### config.mk
export PLATFORM = sky130hd
export DESIGN_NAME = flash_cmd_decoder
export DESIGN_NICKNAME = d
export VERILOG_FILES = /design/src/rtl/flash_cmd_pkg.sv /design/src/rtl/cmd_seq_tracker.sv /design/src/rtl/erase_timer.sv /design/src/rtl/read_responder.sv /design/src/rtl/flash_cmd_decoder.sv
export SDC_FILE = /design/constraint.sdc
export NUM_CORES = 1
export LEC_CHECK = 0
export CORE_MARGIN = 3
export CORE_UTILIZATION = 45
export DETAILED_ROUTE_END_ITERATION = 6
export PLACE_DENSITY = 0.95
export SLEW_MARGIN = 10
export SYNTH_ARGS = -nofsm -noshare
export SYNTH_HDL_FRONTEND = slang
export SYNTH_SLANG_ARGS = --single-unit
### constraint.sdc
create_clock -name clk -period 6.3 [get_ports clk]
set_clock_uncertainty 0.2 [all_clocks]
set_input_delay 1.575 -clock clk [delete_from_list [all_inputs] [get_ports clk]]
set_output_delay 1.575 -clock clk [all_outputs]
set_load 0.1 [all_outputs]
### src/rtl/flash_cmd_pkg.sv
// Shared constants and types for the flash command decoder.
// Assumes the command match width is 11 address bits and 8 data bits.
package flash_cmd_pkg;
    localparam int CMP_AW = 11;
    localparam int CMP_DW = 8;

    typedef enum logic [1:0] {
        MODE_ARRAY = 2'd0,
        MODE_ID    = 2'd1,
        MODE_CFI   = 2'd2
    } rd_mode_e;

    localparam logic [CMP_AW-1:0] ADR_KEY_A = 11'h555;
    localparam logic [CMP_AW-1:0] ADR_KEY_B = 11'h2AA;

    localparam logic [CMP_DW-1:0] DAT_KEY_A  = 8'hAA;
    localparam logic [CMP_DW-1:0] DAT_KEY_B  = 8'h55;
    localparam logic [CMP_DW-1:0] DAT_IDENT  = 8'h90;
    localparam logic [CMP_DW-1:0] DAT_QUERY  = 8'h98;
    localparam logic [CMP_DW-1:0] DAT_ERSPRE = 8'h80;
    localparam logic [CMP_DW-1:0] DAT_CHIP   = 8'h10;
    localparam logic [CMP_DW-1:0] DAT_SECT   = 8'h50;
    localparam logic [CMP_DW-1:0] DAT_LEAVE  = 8'hF0;

    localparam logic [15:0] MFR_CODE  = 16'h00BF;
    localparam logic [15:0] TOGL_MASK = 16'h0044;
endpackage

### src/rtl/cmd_seq_tracker.sv
// Tracks progress through the unlock scripts and holds the read mode.
// Assumes one-cycle write strobes; writes while busy_i is high are dropped.
// start_o is combinational so the erase timer loads on the same edge.
module cmd_seq_tracker
    import flash_cmd_pkg::*;
#(
    parameter int ADDR_W = 18
) (
    input  logic              clk,
    input  logic              rst_n,
    input  logic              wr_en,
    input  logic [ADDR_W-1:0] wr_addr,
    input  logic [15:0]       wr_data,
    input  logic              busy_i,
    output rd_mode_e          mode_o,
    output logic              start_o,
    output logic              erase_go_o,
    output logic              erase_chip_o,
    output logic [ADDR_W-1:0] erase_addr_o
);
    localparam int STEP_W = 3;

    logic [STEP_W-1:0] step_q, step_d;
    rd_mode_e          mode_q, mode_d;
    logic              chip_c;
    logic              go_q, chip_q;
    logic [ADDR_W-1:0] addr_q;

    logic [CMP_DW-1:0] dbyte;
    logic              at_a, at_b;
    logic              unused_hi_data;

    assign dbyte          = wr_data[CMP_DW-1:0];
    assign at_a           = (wr_addr[CMP_AW-1:0] == ADR_KEY_A);
    assign at_b           = (wr_addr[CMP_AW-1:0] == ADR_KEY_B);
    assign unused_hi_data = ^wr_data[15:CMP_DW];

    // Next step, next mode and erase start for the current write.
    always_comb begin
        step_d  = step_q;
        mode_d  = mode_q;
        start_o = 1'b0;
        chip_c  = 1'b0;
        if (wr_en && !busy_i) begin
            step_d = '0;
            if (dbyte == DAT_LEAVE) begin
                mode_d = MODE_ARRAY;
            end else begin
                case (step_q)
                    3'd0: if (at_a && dbyte == DAT_KEY_A) step_d = 3'd1;
                    3'd1: if (at_b && dbyte == DAT_KEY_B) step_d = 3'd2;
                    3'd2: if (at_a) begin
                        if (dbyte == DAT_IDENT)       mode_d = MODE_ID;
                        else if (dbyte == DAT_QUERY)  mode_d = MODE_CFI;
                        else if (dbyte == DAT_ERSPRE) step_d = 3'd3;
                    end
                    3'd3: if (at_a && dbyte == DAT_KEY_A) step_d = 3'd4;
                    3'd4: if (at_b && dbyte == DAT_KEY_B) step_d = 3'd5;
                    3'd5: begin
                        if (at_a && dbyte == DAT_CHIP) begin
                            start_o = 1'b1;
                            chip_c  = 1'b1;
                        end else if (dbyte == DAT_SECT) begin
                            start_o = 1'b1;
                        end
                    end
                    default: step_d = '0;
                endcase
            end
            if (start_o) mode_d = MODE_ARRAY;
        end
    end

    // Registers for script progress, mode and the erase request.
    always_ff @(posedge clk) begin
        if (!rst_n) begin
            step_q <= '0;
            mode_q <= MODE_ARRAY;
            go_q   <= 1'b0;
            chip_q <= 1'b0;
            addr_q <= '0;
        end else begin
            step_q <= step_d;
            mode_q <= mode_d;
            go_q   <= start_o;
            if (start_o) begin
                chip_q <= chip_c;
                addr_q <= wr_addr;
            end
        end
    end

    assign mode_o       = mode_q;
    assign erase_go_o   = go_q;
    assign erase_chip_o = chip_q;
    assign erase_addr_o = addr_q;

    // Busy writes leave mode and script progress untouched.
    assert_busy_write_ignored_R10: assert property (@(posedge clk) disable iff (!rst_n)
        (busy_i && wr_en) |=> ($stable(mode_q) && $stable(step_q)));

    // An erase request only follows a completed five-write prefix.
    assert_go_after_prefix_R7: assert property (@(posedge clk) disable iff (!rst_n)
        go_q |-> ($past(step_q) == 3'd5));

    // The erase request is a single-cycle pulse.
    assert_go_single_R8: assert property (@(posedge clk) disable iff (!rst_n)
        go_q |=> !go_q);
endmodule

### src/rtl/erase_timer.sv
// Counts the simulated erase duration and reports busy.
// Assumes start_i never arrives while busy (the tracker gates it).
module erase_timer #(
    parameter int ERASE_CYCLES = 1000
) (
    input  logic clk,
    input  logic rst_n,
    input  logic start_i,
    output logic busy_o
);
    localparam int              CNT_W = $clog2(ERASE_CYCLES + 1);
    localparam logic [CNT_W-1:0] LOAD  = CNT_W'(ERASE_CYCLES);

    logic [CNT_W-1:0] cnt_q;

    // Load on start, then count down to zero.
    always_ff @(posedge clk) begin
        if (!rst_n)           cnt_q <= '0;
        else if (start_i)     cnt_q <= LOAD;
        else if (cnt_q != '0) cnt_q <= cnt_q - CNT_W'(1);
    end

    assign busy_o = (cnt_q != '0);

    assert_busy_follows_start_R7: assert property (@(posedge clk) disable iff (!rst_n)
        start_i |=> busy_o);

    assert_no_restart_when_busy_R10: assert property (@(posedge clk) disable iff (!rst_n)
        start_i |-> !busy_o);
endmodule

### src/rtl/read_responder.sv
// Registered read path: array data, identifier codes or toggle status.
// Assumes one-cycle read strobes; identifier decode uses address bits [10:0].
module read_responder
    import flash_cmd_pkg::*;
#(
    parameter int ADDR_W = 18,
    parameter bit ALT_ID = 1'b0
) (
    input  logic              clk,
    input  logic              rst_n,
    input  logic              rd_en,
    input  logic [ADDR_W-1:0] rd_addr,
    input  logic [15:0]       array_data,
    input  rd_mode_e          mode_i,
    input  logic              busy_i,
    output logic [15:0]       rd_data_o
);
    localparam logic [15:0] DEV_CODE = ALT_ID ? 16'h233A : 16'h233B;

    logic [15:0]       rd_q, rd_d;
    logic              tog_q;
    logic [CMP_AW-1:0] low_addr;
    logic              unused_hi_addr;

    assign low_addr       = rd_addr[CMP_AW-1:0];
    assign unused_hi_addr = ^rd_addr[ADDR_W-1:CMP_AW];

    // Select the response for a read in the current mode.
    always_comb begin
        if (busy_i) begin
            rd_d = TOGL_MASK & {16{~tog_q}};
        end else if (mode_i == MODE_ID) begin
            if (low_addr == '0)                   rd_d = MFR_CODE;
            else if (low_addr == CMP_AW'(1))      rd_d = DEV_CODE;
            else                                  rd_d = '0;
        end else begin
            rd_d = array_data;
        end
    end

    // Capture the response and advance the toggle on busy reads.
    always_ff @(posedge clk) begin
        if (!rst_n) begin
            rd_q  <= '0;
            tog_q <= 1'b0;
        end else if (rd_en) begin
            rd_q <= rd_d;
            if (busy_i) tog_q <= ~tog_q;
        end
    end

    assign rd_data_o = rd_q;

    assert_status_shape_R9: assert property (@(posedge clk) disable iff (!rst_n)
        (rd_en && busy_i) |=> (((rd_q & ~TOGL_MASK) == 16'h0) && (rd_q[6] == rd_q[2])));

    assert_read_holds_R11: assert property (@(posedge clk) disable iff (!rst_n)
        !rd_en |=> $stable(rd_q));
endmodule

### src/rtl/flash_cmd_decoder.sv
// Top of the flash command decoder: script tracker, erase timer, read path.
// Assumes ADDR_W is greater than 11 and strobes are one cycle wide.
module flash_cmd_decoder
    import flash_cmd_pkg::*;
#(
    parameter int ADDR_W       = 18,
    parameter int ERASE_CYCLES = 1000,
    parameter bit ALT_ID       = 1'b0
) (
    input  logic              clk,
    input  logic              rst_n,
    input  logic              wr_en,
    input  logic [ADDR_W-1:0] wr_addr,
    input  logic [15:0]       wr_data,
    input  logic              rd_en,
    input  logic [ADDR_W-1:0] rd_addr,
    input  logic [15:0]       array_data,
    output logic [15:0]       rd_data,
    output logic              busy_n,
    output logic              cfi_mode,
    output logic              erase_go,
    output logic              erase_chip,
    output logic [ADDR_W-1:0] erase_addr
);
    rd_mode_e mode;
    logic     start;
    logic     busy;

    cmd_seq_tracker #(.ADDR_W(ADDR_W)) u_track (
        .clk          (clk),
        .rst_n        (rst_n),
        .wr_en        (wr_en),
        .wr_addr      (wr_addr),
        .wr_data      (wr_data),
        .busy_i       (busy),
        .mode_o       (mode),
        .start_o      (start),
        .erase_go_o   (erase_go),
        .erase_chip_o (erase_chip),
        .erase_addr_o (erase_addr)
    );

    erase_timer #(.ERASE_CYCLES(ERASE_CYCLES)) u_timer (
        .clk     (clk),
        .rst_n   (rst_n),
        .start_i (start),
        .busy_o  (busy)
    );

    read_responder #(.ADDR_W(ADDR_W), .ALT_ID(ALT_ID)) u_read (
        .clk        (clk),
        .rst_n      (rst_n),
        .rd_en      (rd_en),
        .rd_addr    (rd_addr),
        .array_data (array_data),
        .mode_i     (mode),
        .busy_i     (busy),
        .rd_data_o  (rd_data)
    );

    assign busy_n   = ~busy;
    assign cfi_mode = (mode == MODE_CFI);

    // The erase pulse and ready-low start on the same edge.
    assert_go_with_busy_R7: assert property (@(posedge clk) disable iff (!rst_n)
        erase_go |-> !busy_n);
endmodule

==> results of run 1 <==
[path summary, 6_finish.rpt]
path / cells after the start / to / start
max reg2reg: 7 / u_read.rd_data_o[5] / u_timer.cnt_q[0]
min: 2 / u_read.rd_data_o[1] / u_read.rd_data_o[1]
max: 6 / busy_n / u_timer.cnt_q[0]
min reg2reg: 2 / u_read.rd_data_o[1] / u_read.rd_data_o[1]
[registers in the layout, indices dropped and copies added (netlist names)]
register	count
u_track.mode_o	2
u_track.erase_go_o	1
u_track.step_q	3
u_track.erase_chip_o	1
u_timer.cnt_q	10
u_read.rd_data_o	16
u_track.erase_addr_o	18
u_read.tog_q	1
[through the flow]
step	util	cells	power (mW)	setup slack, ns
after floorplan	-	265	0.754	2.81
after global placement	0.659	418	0.855	1.93
after detailed placement	0.659	418	0.873	1.88
after CTS	0.674	425	1.05	1.54
after global routing	0.674	425	1.11	1.34
final	0.674	425	1.05	1.52
[power by group through the flow]
stage                     combinational, mW  clock [mW]  sequential (mW)
after floorplan                       0.237           0            0.517
after global placement                0.449           0            0.406
after detailed placement              0.462           0            0.411
after CTS                             0.467       0.181            0.403
after global routing                  0.502       0.195            0.408
final                                 0.466       0.179            0.404
[area by class of cell]
cell class                 count  area (um^2)
inverter                       4         15.0
fill                         417         1700
clock buffer                   6         72.6
tap                           70         87.6
clock inverter                 1         5.00
timing repair buffer          94          941
multi-input combinational    198         1350
sequential                    52         1040
[tightest hold or removal path, delay by kind of cell (launching register included)]
family | cells | cell delay, ns
flops | 1 | 0.32
simple gates | 1 | 0.06
compound gates | 1 | 0.05
[routing by layer]
layer	GRT usage	wire length, um	vias to the layer above
li1	-	-	1161
met1	0.258	2750	1116
met5	0	0	-
met2	0.378	3670	54
met3	0.0258	217	13
met4	0.0726	149	0
[kinds of logic (layout without fill, tap and decap cells)]
| group | Yosys count | count (layout) | share of synthesized area |
|---|---|---|---|
| xor gates and xnor gates | 6 | 6 | 0.0213 |
| AOI/OAI and AO/OA | 71 | 71 | 0.209 |
| and+or+nand+nor | 118 | 118 | 0.301 |
| DFF | 52 | 52 | 0.421 |
| buffers and inverters | 15 | 105 | 0.0334 |
| muxes | 2 | 2 | 0.00811 |
| adders and majority gates | 1 | 1 | 0.00507 |
[Yosys cell counts (2+ instances only)]
cell type and instances:
nand4bb_1 2, buf_4 3, nor2_1 14, mux2i_1 2
o211a_1 3, and4b_1 2, nor4_4 2, and3_1 3
clkbuf_1 6, nand2b_1 13, dfxtp_1 52, xnor2_1 4
a21oi_1 23, a22o_1 18, buf_6 2, inv_1 3
o21a_1 3, nand4_1 4, xor2_1 2, nor3_1 2
and4_1 2, a211oi_1 3, nor2b_1 12, or3_1 2
nand2_1 19, nor3b_1 8, and2_1 4, nand3_1 13
a31oi_1 4, o21ai_0 7, nand4b_1 3, a21boi_0 3
nor4_1 4
==> impl_metrics.csv, run 1 <==
group,metric,value,unit
run_status,status,"completed",
clock_network,cts_setup_buffers,0,
critical_path,cp.required,4.53,ns
clock_network,htree_levels,2,
global_routing,grt_max_degree,26,
cells_and_area,final_cell_area,3510,um^2
clock_network,cts_tree,"yes",
global_routing,grt_usage,0.211,
logic_synthesis,synth_async_sr_flop_share,0,
sta,clock.fmax,209,MHz
pwr,switching_share,0.418,
sta,finalHoldViolations,0,
critical_path,path_cells,"inv_1, ha_1, nor2b_1, nand3_2, inv_1, clkdlybuf4s50_1",
place,post-dp-hpwl,5.10,mm
min_path,hold_class,"reg2reg",
clock_network,max-clock-path-buffers,2,
route,vias_per_cell,5.52,
place,place_congestion,0.777,
logic_synthesis,ys_ff_latch,52,
floorplan,core,5200,um^2
pwr,intPower,0.610,mW
clock_network,cts_buffers,5,
critical_path,critical_path_class,"reg2out",
sta,rsz0062_at_grt,"false",
cells_and_area,antenna_cells,0,
route,drc,0,
route,first_pass_iters,4,
logic_synthesis,yosysWarningCount,0,
pwr,p_leak,1.26,nW
route,wl_per_cell,16.0,um
critical_path,critPathBufInv,3,
pwr,seqPwrFrac,0.385,
cells_and_area,layout-drive-gt1-share,0.0479,
pwr,max-vdd-ir-drop,154,uV
critical_path,r2r_slack,3.66,ns
global_routing,overflow,0,
route,vias,2344,
critical_path,worstSetupEndpointType,"output port",
logic_synthesis,synth_edf_count,0,
cells_and_area,layout_common_cells,"clkdlybuf4s50_1, dfxtp_1, a21oi_1",
sta,setup_violations,0,
clock_network,cts_root_buffer,"clkbuf_8",
sta,tns,0,ns
floorplan,die_y,80.1,um
global_routing,antenna_found_initial,0,
critical_path,worst_path_max_delay_cell,"clkdlybuf4s50_1",
global_routing,grt_pass1_vias,2344,
pwr,powerDensity,299,nW/um^2
route,drt-initial-drc-count,145,
logic_synthesis,synthDistinctLibCells,51,
logic_synthesis,synth.cell_area,2470,um^2
sta,fin_crit_sh,0.758,
critical_path,startpoint_type,"flip-flop",
clock_network,clk_latency,0.30,ns
critical_path,crit_top_cell,"inv_1",
cells_and_area,area_growth,42.0,%
floorplan,ios,110,
place,io_buffers,94,
pwr,p_switching,0.438,mW
sta,slew_violations,0,
pwr,p_clk_frac,0.170,
pwr,p_comb_frac,0.444,
sta,tightest_slew,1.00,ns
logic_synthesis,synthTopCellsByArea,"dfxtp_1, a22o_1, a21oi_1",
cells_and_area,nets,428,
job,max_cap_viol_count,0,
route,drtAntennaViolNets,0,
place,place_area,3430,um^2
logic_synthesis,netlist.area_leader.share,0.421,
floorplan,start_util,0.475,
cells_and_area,final_common_cell,"clkdlybuf4s50_1",
sta,slew_headroom,0.329,
sta,min_period,4.78,ns
clock_network,cts_sinks,52,
critical_path,cpPeakStageDelay,1.21,ns
floorplan,die_area,6410,um^2
clock_network,clk_pin_slew,0.09,ns
global_routing,grt_pass1_wl,10.8,mm
critical_path,crit_fanout,11,
sta,hold_slack,0.270,ns
route,totalWireLength,6.79,mm
logic_synthesis,synth_flop_cell,"dfxtp_1",
logic_synthesis,yosysSeqAreaShare,0.421,
logic_synthesis,synth_top_cell_by_area,"dfxtp_1",
logic_synthesis,syn_nets,338,
critical_path,cp_top_family,"buffers and inverters",
floorplan,die_w,80.1,um
clock_network,ctsResizeCount,0,
floorplan,rows,26,
clock_network,holdBufCountCts,0,
critical_path,cp.arrival,3.00,ns
logic_synthesis,syn_inst,265,
logic_synthesis,syn_avg_cell_area,9.32,um^2
No activity file was read; power rests on OpenSTA's default activity.
==> run 2: changes to the inputs <==
--- a/config.mk
+++ b/config.mk
@@ -6,9 +6,9 @@
 export NUM_CORES = 1
 export LEC_CHECK = 0
 export CORE_MARGIN = 3
-export CORE_UTILIZATION = 45
+export CORE_UTILIZATION = 38
 export DETAILED_ROUTE_END_ITERATION = 6
-export PLACE_DENSITY = 0.95
+export PLACE_DENSITY = 0.88
 export SLEW_MARGIN = 10
 export SYNTH_ARGS = -nofsm -noshare
 export SYNTH_HDL_FRONTEND = slang
==> constraint.sdc (replaced) <==
create_clock -name clk -period 4.18 [get_ports clk]
set_clock_uncertainty 0.2 [all_clocks]
set_input_delay 1.045 -clock clk [delete_from_list [all_inputs] [get_ports clk]]
set_output_delay 1.045 -clock clk [all_outputs]
set_load 0.1 [all_outputs]
==> run 2 against run 1 <==
  * Final area increased by 1.5%
  * Final cell count increased by 2.1%
  * Via count rose by 1.8%
  * Sequential share of layout area decreased by 0.45 points
  * Non-clock buffer count grew 3
  * Sequential power rose by 50%
  * Critical endpoint unchanged
  * Largest power group unchanged
==> impl_metrics.csv, run 2 (same netlist as run 1, synthesis figures left out) <==
group,metric,value,unit
critical_path,cpPeakStageDelay,0.36,ns
min_path,min_from,"u_read.rd_data_o[1]",
floorplan,die_area,7500,um^2
sta,rsz0062_at_grt,"false",
place,io_buffers,94,
floorplan,die_w,86.6,um
cells_and_area,layout-drive-gt1-share,0.0641,
place,post-dp-hpwl,5.18,mm
global_routing,grt_usage,0.184,
sta,slew_headroom,0.320,
route,vias,2386,
run_status,status,"completed",
floorplan,start_util,0.405,
clock_network,htree_levels,2,
global_routing,use_met1,0.210,
sta,tightest_slew,1.02,ns
place,place_area,3450,um^2
sta,slew_violations,0,
critical_path,r2r_slack,1.58,ns
critical_path,r2r_start,"u_timer.cnt_q[0]",
pwr,powerDensity,463,nW/um^2
cells_and_area,final_cell_area,3560,um^2
global_routing,grt_pass1_vias,2377,
cells_and_area,area_growth,44.2,%
sta,min_period,3.38,ns
job,max_cap_viol_count,0,
critical_path,path_cells,"inv_1, ha_1, nor2b_1, nand3_2, inv_1, buf_4",
critical_path,worstSetupEndpointType,"output port",
critical_path,crit_fanout,11,
clock_network,clk_pin_slew,0.09,ns
global_routing,gr-max-usage-layer,"met2",
route,drc,0,
clock_network,ctsResizeCount,0,
floorplan,core,6100,um^2
pwr,total_power,1.65,mW
critical_path,cp.arrival,2.14,ns
min_path,hold_class,"reg2reg",
cells_and_area,final_common_cell,"clkdlybuf4s50_1",
critical_path,crit_top_cell,"inv_1",
route,wl_per_cell,15.8,um
cells_and_area,antenna_cells,0,
sta,clock.fmax,296,MHz
critical_path,critical_path_class,"reg2out",
cells_and_area,nets,431,
sta,finalHoldViolations,0,
clock_network,max-clock-path-buffers,2,
clock_network,cts_root_buffer,"clkbuf_8",
pwr,max-vdd-ir-drop,346,uV
sta,fin_crit_sh,0.809,
route,drt-initial-drc-count,121,
global_routing,overflow,0,
route,totalWireLength,6.88,mm
global_routing,use_met2,0.332,
route,vias_per_cell,5.50,
clock_network,cts_sinks,52,
floorplan,rows,28,
clock_network,cts_tree,"yes",
critical_path,startpoint,"u_timer.cnt_q[0]",
floorplan,die_y,86.6,um
global_routing,grt_pass1_wl,11.1,mm
critical_path,worst_path_max_delay_cell,"buf_4",
cells_and_area,post-route-util,0.584,
critical_path,startpoint_type,"flip-flop",
clock_network,clk_latency,0.30,ns
place,place_congestion,0.815,
cells_and_area,layout_common_cells,"clkdlybuf4s50_1, dfxtp_1, a21oi_1",
critical_path,cp.required,2.93,ns
clock_network,cts_setup_buffers,0,
route,first_pass_iters,4,
sta,setup_violations,0,
clock_network,holdBufCountCts,0,
sta,tns,0,ns
pwr,p_leak,1.30,nW
cells_and_area,largest_reg_flops,18,
clock_network,cts_buffers,5,
global_routing,grt_max_degree,26,
floorplan,ios,110,
global_routing,met3_usage,0.0323,
sta,hold_slack,0.278,ns
global_routing,antenna_found_initial,0,
route,drtAntennaViolNets,0,
-- run 2: metal layers --
metal | share of wire | wire, um | vias up
met5 | 0 | 0 | -
met4 | 0.026 | 178 | 0
met3 | 0.035 | 239 | 20
met2 | 0.54 | 3710 | 71
met1 | 0.40 | 2750 | 1126
li1 | - | - | 1169
-- run 2: cell type report --
cell class | instances | area, um^2
clock buffer | 6 | 72.6
fill | 543 | 2530
inverter | 4 | 15.0
timing repair buffer | 97 | 958
clock inverter | 2 | 35.0
tap | 75 | 93.8
multi-input combinational | 198 | 1350
sequential | 52 | 1040
-- run 2: worst max-delay path, delay by kind of cell, from the launching register on --
family	cells	cell delay, ns
flip-flops	1	0.34
adder cells (fa/ha/maj)	1	0.16
buffers and inverters	3	0.76
AND/OR/NAND/NOR	2	0.57
-- run 2: path summary, 6_finish.rpt --
check	to	depth (start not counted)
hold reg to reg	u_read.rd_data_o[1]	2
setup / recovery	busy_n	6
hold / removal	u_read.rd_data_o[1]	2
setup reg to reg	u_read.rd_data_o[4]	7
-- run 2: report_power, final --
part	internal, mW	total [mW]	switching [mW]
clock	0.178	0.336	0.159
sequential	0.556	0.607	0.0514
combinational	0.249	0.705	0.456
total	0.982	1.65	0.666
-- run 2: per-stage QoR --
stage | cells | worst slack, ns
global route | 434 | 0.589
CTS | 434 | 0.772
global placement | 426 | 0.875
detailed placement | 426 | 0.786
finish | 434 | 0.798
floorplan | 265 | 1.22
